**config.mk**
```make
export PLATFORM = sky130hd
export DESIGN_NAME = intersection_sequencer
export DESIGN_NICKNAME = d
export VERILOG_FILES = /design/src/rtl/isq_pkg.sv /design/src/rtl/isq_hold_timer.sv /design/src/rtl/isq_phase_ctrl.sv /design/src/rtl/isq_lamp_reg.sv /design/src/rtl/intersection_sequencer.sv
export SDC_FILE = /design/constraint.sdc
export NUM_CORES = 1
export LEC_CHECK = 0
export CAP_MARGIN = 20
export CORE_UTILIZATION = 57
export CTS_CLUSTER_DIAMETER = 200
export DETAILED_ROUTE_END_ITERATION = 8
export GPL_TIMING_DRIVEN = 1
export PLACE_DENSITY = 0.82
export SLEW_MARGIN = 25
export SYNTH_ARGS = -nofsm -noshare
export SYNTH_HDL_FRONTEND = slang
export SYNTH_SLANG_ARGS = --single-unit
```
**constraint.sdc**
```tcl
create_clock -name clk -period 4.1 [get_ports clk]
set_input_delay 1.23 -clock clk [delete_from_list [all_inputs] [get_ports clk]]
set_output_delay 1.23 -clock clk [all_outputs]
set_load 0.03 [all_outputs]
```
**src/rtl/isq_pkg.sv**
```systemverilog
// Package isq_pkg
// Holds the types and pure functions that the sequencer modules share.
// Assumes a six-phase loop encoded in three bits; codes 6 and 7 are unused.
package isq_pkg;

    typedef enum logic [2:0] {
        PH_EW_GO    = 3'd0,
        PH_EW_WARN  = 3'd1,
        PH_CLEAR_A  = 3'd2,
        PH_NS_GO    = 3'd3,
        PH_NS_WARN  = 3'd4,
        PH_CLEAR_B  = 3'd5
    } phase_e;

    localparam int unsigned NUM_PHASES = 6;

    // One light head: red, yellow, green.
    typedef struct packed {
        logic red;
        logic yellow;
        logic green;
    } head_t;

    typedef struct packed {
        head_t ew;
        head_t ns;
    } lamps_t;

    localparam head_t HEAD_RED    = '{red: 1'b1, yellow: 1'b0, green: 1'b0};
    localparam head_t HEAD_YELLOW = '{red: 1'b0, yellow: 1'b1, green: 1'b0};
    localparam head_t HEAD_GREEN  = '{red: 1'b0, yellow: 1'b0, green: 1'b1};

    // True when the code is one of the six real phases.
    function automatic logic phase_legal(input logic [2:0] code);
        return code < 3'(NUM_PHASES);
    endfunction

    // Successor in the fixed loop; unused codes fall back to a both-red phase.
    function automatic logic [2:0] phase_next(input logic [2:0] code);
        logic [2:0] nxt;
        case (code)
            3'd0:    nxt = 3'd1;
            3'd1:    nxt = 3'd2;
            3'd2:    nxt = 3'd3;
            3'd3:    nxt = 3'd4;
            3'd4:    nxt = 3'd5;
            3'd5:    nxt = 3'd0;
            default: nxt = 3'(PH_CLEAR_A);
        endcase
        return nxt;
    endfunction

    // Hold time in ticks for a phase, given the three class durations.
    function automatic int unsigned phase_ticks(input logic [2:0] code,
                                                input int unsigned green_t,
                                                input int unsigned amber_t,
                                                input int unsigned clear_t);
        int unsigned t;
        case (code)
            3'd0, 3'd3: t = green_t;
            3'd1, 3'd4: t = amber_t;
            3'd2, 3'd5: t = clear_t;
            default:    t = 1;
        endcase
        return t;
    endfunction

    // Lamp pattern shown during a phase; unused codes show red both ways.
    function automatic lamps_t phase_lamps(input logic [2:0] code);
        lamps_t l;
        case (code)
            3'd0:    begin l.ew = HEAD_GREEN;  l.ns = HEAD_RED;    end
            3'd1:    begin l.ew = HEAD_YELLOW; l.ns = HEAD_RED;    end
            3'd3:    begin l.ew = HEAD_RED;    l.ns = HEAD_GREEN;  end
            3'd4:    begin l.ew = HEAD_RED;    l.ns = HEAD_YELLOW; end
            default: begin l.ew = HEAD_RED;    l.ns = HEAD_RED;    end
        endcase
        return l;
    endfunction

endpackage

```
**src/rtl/isq_hold_timer.sv**
```systemverilog
// Module isq_hold_timer
// Counts accepted ticks inside the current phase. It raises `expire` in the
// cycle where a tick arrives while the count equals `limit`; on that edge the
// count wraps to zero. Assumes `limit` is stable for the whole phase.
module isq_hold_timer #(
    parameter int unsigned CW = 7
) (
    input  logic          clk,
    input  logic          rst_n,
    input  logic          tick,
    input  logic          restart,
    input  logic [CW-1:0] limit,
    output logic          expire
);

    logic [CW-1:0] count_q;

    // Terminal detect: this tick is the last one of the phase.
    always_comb begin
        expire = tick && (count_q == limit);
    end

    // Tick counter with wrap on expiry and forced clear on restart.
    always_ff @(posedge clk) begin
        if (!rst_n || restart) begin
            count_q <= '0;
        end else if (tick) begin
            if (expire) begin
                count_q <= '0;
            end else begin
                count_q <= count_q + 1'b1;
            end
        end
    end

endmodule

```
**src/rtl/isq_phase_ctrl.sv**
```systemverilog
// Module isq_phase_ctrl
// Holds the phase register and steps it along the fixed loop when the hold
// timer expires. An unused code is replaced by a both-red phase on the next
// edge, whatever the tick. Also exports the next-state value so that other
// registers can be loaded in step with the phase.
module isq_phase_ctrl
    import isq_pkg::*;
(
    input  logic       clk,
    input  logic       rst_n,
    input  logic       expire,
    output logic [2:0] phase_q,
    output logic [2:0] phase_d,
    output logic       illegal
);

    // Flag a phase code outside the loop.
    always_comb begin
        illegal = !phase_legal(phase_q);
    end

    // Next phase: recover, advance or hold.
    always_comb begin
        if (illegal) begin
            phase_d = 3'(PH_CLEAR_A);
        end else if (expire) begin
            phase_d = phase_next(phase_q);
        end else begin
            phase_d = phase_q;
        end
    end

    // Phase register with synchronous active-low reset.
    always_ff @(posedge clk) begin
        if (!rst_n) begin
            phase_q <= 3'(PH_EW_GO);
        end else begin
            phase_q <= phase_d;
        end
    end

endmodule

```
**src/rtl/isq_lamp_reg.sv**
```systemverilog
// Module isq_lamp_reg
// Registers the six lamp drives from the next phase value, so the lamps and
// the phase register change on the same edge and the lamp pins carry no
// decode logic. Assumes `phase_d` is the value the phase register loads.
module isq_lamp_reg
    import isq_pkg::*;
(
    input  logic       clk,
    input  logic       rst_n,
    input  logic [2:0] phase_d,
    output lamps_t     lamps_q
);

    // Lamp register loaded with the pattern of the upcoming phase.
    always_ff @(posedge clk) begin
        if (!rst_n) begin
            lamps_q <= phase_lamps(3'(PH_EW_GO));
        end else begin
            lamps_q <= phase_lamps(phase_d);
        end
    end

endmodule

```
**src/rtl/intersection_sequencer.sv**
```systemverilog
// Module intersection_sequencer
// Six-phase signal sequencer for a two-road crossing. Each phase holds for a
// parameter-set number of ticks. Assumes `tick` is synchronous to `clk`. All
// outputs are registered.
module intersection_sequencer
    import isq_pkg::*;
#(
    parameter int unsigned GREEN_TICKS = 120,
    parameter int unsigned AMBER_TICKS = 5,
    parameter int unsigned CLEAR_TICKS = 60
) (
    input  logic       clk,
    input  logic       rst_n,
    input  logic       tick,
    output logic       ew_red,
    output logic       ew_yellow,
    output logic       ew_green,
    output logic       ns_red,
    output logic       ns_yellow,
    output logic       ns_green,
    output logic [2:0] phase
);

    localparam int unsigned MAX_A  = (GREEN_TICKS > AMBER_TICKS) ? GREEN_TICKS : AMBER_TICKS;
    localparam int unsigned MAX_T  = (MAX_A > CLEAR_TICKS) ? MAX_A : CLEAR_TICKS;
    localparam int unsigned CW     = (MAX_T > 1) ? $clog2(MAX_T) : 1;

    logic [2:0]    phase_q;
    logic [2:0]    phase_d;
    logic          illegal;
    logic          expire;
    logic [CW-1:0] limit;
    lamps_t        lamps_q;

    // Terminal count of the current phase (duration minus one).
    always_comb begin
        limit = CW'(phase_ticks(phase_q, GREEN_TICKS, AMBER_TICKS, CLEAR_TICKS) - 1);
    end

    isq_hold_timer #(
        .CW (CW)
    ) u_timer (
        .clk     (clk),
        .rst_n   (rst_n),
        .tick    (tick),
        .restart (illegal),
        .limit   (limit),
        .expire  (expire)
    );

    isq_phase_ctrl u_ctrl (
        .clk     (clk),
        .rst_n   (rst_n),
        .expire  (expire),
        .phase_q (phase_q),
        .phase_d (phase_d),
        .illegal (illegal)
    );

    isq_lamp_reg u_lamps (
        .clk     (clk),
        .rst_n   (rst_n),
        .phase_d (phase_d),
        .lamps_q (lamps_q)
    );

    // Map the registered lamp struct and phase onto the pins.
    always_comb begin
        ew_red    = lamps_q.ew.red;
        ew_yellow = lamps_q.ew.yellow;
        ew_green  = lamps_q.ew.green;
        ns_red    = lamps_q.ns.red;
        ns_yellow = lamps_q.ns.yellow;
        ns_green  = lamps_q.ns.green;
        phase     = phase_q;
    end

endmodule

```
==> results.py <==
metrics = {
    "grt": {
        "vias_in_the_first_global_route": 710,
        "grt.met3_usage": 0.0388,
        "grt_util_all_layers": 0.246,
        "grt_antenna_before_repair": 0,
        "gr-usage-met1": 0.365,
        "grt_start_max_net_pins": 16,
        "grt_first_pass_wirelength_microns": 3300,
        "grt_overflow_total": 0,
        "globalRouteMet2Util": 0.338,
        "grt.busiest_layer": "met1",
    },
    "sta": {
        "timing.setup.tns_ns": 0,
        "final.min_clock_period_ns": 2.92,
        "finalCritPeriodShare": 0.713,
        "timing.clock.skew_ns": 0.00629,
        "timing.fmax_mhz": 342,
        "transition_time_at_the_pin_with_the_least_slew_margin_ns": 0.613,
        "max-slew-margin-rel": 0.588,
        "setup_repair_after_global_routing_missed_its_margin": "false",
        "timing_max_transition_violations_final": 0,
        "hold_slack_ns": 0.557,
        "finalSetupViolCount": 0,
        "hold_violations": 0,
    },
    "placed_design": {
        "detailedPlacementHpwl_microns": 1340,
        "gp_congestion": 0.849,
        "placedInstanceArea_sq_um": 1030,
        "numPortBuffers": 11,
    },
    "clock_network": {
        "cts_max_path_buffers": 2,
        "tritoncts": "yes",
        "number_of_sinks_driven_by_the_clock_tree": 16,
        "clockRootBuffer": "sky130_fd_sc_hd__clkbuf_4",
        "worstSkewPairLatency_ns": 0.30,
        "cts-buffers-inserted": 3,
        "htree_levels": 1,
        "clk_pin_slew_ns": 0.09,
        "postCtsSetupBuffers": 0,
        "post_cts_resize_count": 0,
        "ctsHoldBuffers": 0,
    },
    "synth": {
        "synthesis.instances": 103,
        "ys_seq_elements": 16,
        "synth_top_area_frac": 0.344,
        "seq_area_frac_synth": 0.344,
        "number_of_enable_flip_flop_cells_after_synthesis": 0,
        "netlist_cell_types": 42,
        "syn_avg_cell_area_sq_um": 9.05,
        "post-synth-top-area-cell": "sky130_fd_sc_hd__dfxtp_1",
        "synth_warnings": 0,
        "synth_nets": 107,
        "dominantRegCellSynth": "sky130_fd_sc_hd__dfxtp_1",
        "yosys-top-cells-area": "sky130_fd_sc_hd__dfxtp_1 (34%), sky130_fd_sc_hd__xnor2_1 (4.7%), sky130_fd_sc_hd__nand2_1 (4.0%)",
        "post_synth_instance_area_sq_um": 932,
        "synthArstFlopShare": 0,
    },
    "cells_and_area": {
        "drive_gt1_frac": 0.140,
        "mostFrequentLayoutCells": "sky130_fd_sc_hd__dfxtp_1 (16), sky130_fd_sc_hd__clkdlybuf4s50_1 (11), sky130_fd_sc_hd__nand2_1 (10)",
        "final_area_sq_um": 1070,
        "fin_nets": 119,
        "layout_commonest_cell": "sky130_fd_sc_hd__dfxtp_1",
        "area.growth.synth_to_final_pct": 14.5,
        "diodes": 0,
    },
    "setup_path": {
        "cp_max_fo": 15,
        "path_cells": "clkdlybuf4s50_1",
        "timing.critical_path.arrival_ns": 1.69,
        "cpMaxStageDelayCell": "sky130_fd_sc_hd__clkdlybuf4s50_1",
        "largest_delay_contributor_family_on_the_critical_path": "buffers and inverters",
        "crit_path_max_incr_delay_ns": 0.76,
        "critPathLaunchType": "flip-flop",
        "critPathKind": "reg -> out",
        "critical_path.endpoint_type": "primary output",
        "worst_ep_required_time_ns": 2.87,
        "critical_path.n_buffers_inverters": 1,
    },
    "flow_run": {
        "cap_viol_max_count": 0,
    },
    "die": {
        "floorplan.rows": 14,
        "die-height_microns": 42.4,
        "initial_core_util": 0.612,
        "fp.dieArea_sq_um": 1800,
        "fp.dieW_microns": 42.4,
        "top_level_ports": 12,
        "fp.coreArea_sq_um": 1520,
    },
    "detailed_routing": {
        "postRouteAntennaNets": 0,
        "wire_per_inst_microns": 14.1,
        "wl_final_microns": 1830,
        "drt-pass1-iter-count": 4,
        "routed-via-count": 801,
        "initialDrtViolationCount": 21,
        "route.detailed.vias_per_inst": 6.16,
        "drc": 0,
    },
    "pwr": {
        "total_leakage_power_uw": 0.000373,
        "pwr_density_cell_nw_per_um2": 259,
        "vdd_ir_drop_max_uv": 237,
    },
    "run_status": {
        "outcome": "finished clean",
    },
    "worst_hold_path": {
        "min-delay-path-class": "reg -> reg",
    },
}
through the flow:
step | setup slack (ns) | total power (uW) | cells | util
floorplan | 1.98 | 169 | 103 | -
global placement | 1.26 | 174 | 126 | 0.677
detailed placement | 1.14 | 175 | 126 | 0.677
CTS | 1.18 | 279 | 130 | 0.700
global route | 1.07 | 289 | 130 | 0.700
finish | 1.18 | 276 | 130 | 0.700
worst register-to-register path, stage by stage, from the launching register on:
cell	delay [ns]
sky130_fd_sc_hd__dfxtp_1	0.64
sky130_fd_sc_hd__and2b_2	0.27
sky130_fd_sc_hd__o22ai_1	0.10
sky130_fd_sc_hd__or2_2	0.34
sky130_fd_sc_hd__o31ai_1	0.39
sky130_fd_sc_hd__mux2_2	0.38
state kept, by name (all words and copies together), names as in the netlist:
register and flops:
u_lamps.lamps_q 6, u_ctrl.phase_q 3, u_timer.count_q 7
layer usage:
metal | wire length, microns | vias to the layer above
met5 | 0 | -
met4 | 49 | 0
met3 | 48 | 5
met2 | 801 | 14
met1 | 933 | 372
li1 | - | 410
report_power, final:
| group | switching, uW | leakage, uW | internal (uW) | total (uW) |
|---|---|---|---|---|
| clock | 51.0 | 0.0000210 | 54.2 | 105 |
| combinational | 6.58 | 0.000223 | 5.09 | 11.7 |
| sequential | 2.69 | 0.000129 | 157 | 159 |
| total | 60.3 | 0.000373 | 216 | 276 |
synth_stat cells, types with 2 or more instances:
cell type,number
sky130_fd_sc_hd__nor3_1,7
sky130_fd_sc_hd__or2_2,2
sky130_fd_sc_hd__and2b_2,3
sky130_fd_sc_hd__a21oi_1,6
sky130_fd_sc_hd__o31ai_1,2
sky130_fd_sc_hd__nand2b_1,4
sky130_fd_sc_hd__dfxtp_1,16
sky130_fd_sc_hd__o311ai_0,3
sky130_fd_sc_hd__nand2_1,10
sky130_fd_sc_hd__xor2_1,4
sky130_fd_sc_hd__nand4_1,4
sky130_fd_sc_hd__o22ai_1,2
sky130_fd_sc_hd__inv_1,3
sky130_fd_sc_hd__xnor2_1,5
sky130_fd_sc_hd__buf_4,2
sky130_fd_sc_hd__nor2_1,4
logic make-up (layout without fill, tap and decap cells):
logic type / after synthesis / count (layout) / share of synthesized area
and+or+nand+nor: 45 / 45 / 0.299
xor gates and xnor gates: 9 / 9 / 0.0846
AOI/OAI and AO/OA: 23 / 23 / 0.191
muxes: 2 / 2 / 0.0228
DFF: 16 / 16 / 0.344
buffers and inverters: 7 / 18 / 0.0456
adders and majority gates: 1 / 1 / 0.0134
final cells by class:
| type | count | area (sq um) |
|---|---|---|
| clock buffer | 4 | 36.3 |
| fill | 113 | 457 |
| inverter | 3 | 11.3 |
| multi-input combinational | 80 | 569 |
| sequential | 16 | 320 |
| tap | 16 | 20.0 |
| timing repair buffer | 11 | 110 |
final timing paths:
path	depth (start not counted)	from	slack [ns]	end
max reg2reg	5	u_ctrl.phase_q[2]$_SDFF_PN0_	1.88	u_lamps.lamps_q[2]$_SDFF_PN1_
max	1	u_ctrl.phase_q[2]$_SDFF_PN0_	1.18	phase[2]
min	2	u_timer.count_q[1]$_SDFFE_PP0P_	0.56	u_timer.count_q[1]$_SDFFE_PP0P_
min reg2reg	2	u_timer.count_q[1]$_SDFFE_PP0P_	0.56	u_timer.count_q[1]$_SDFFE_PP0P_
No activity file was read; power rests on OpenSTA's default activity.
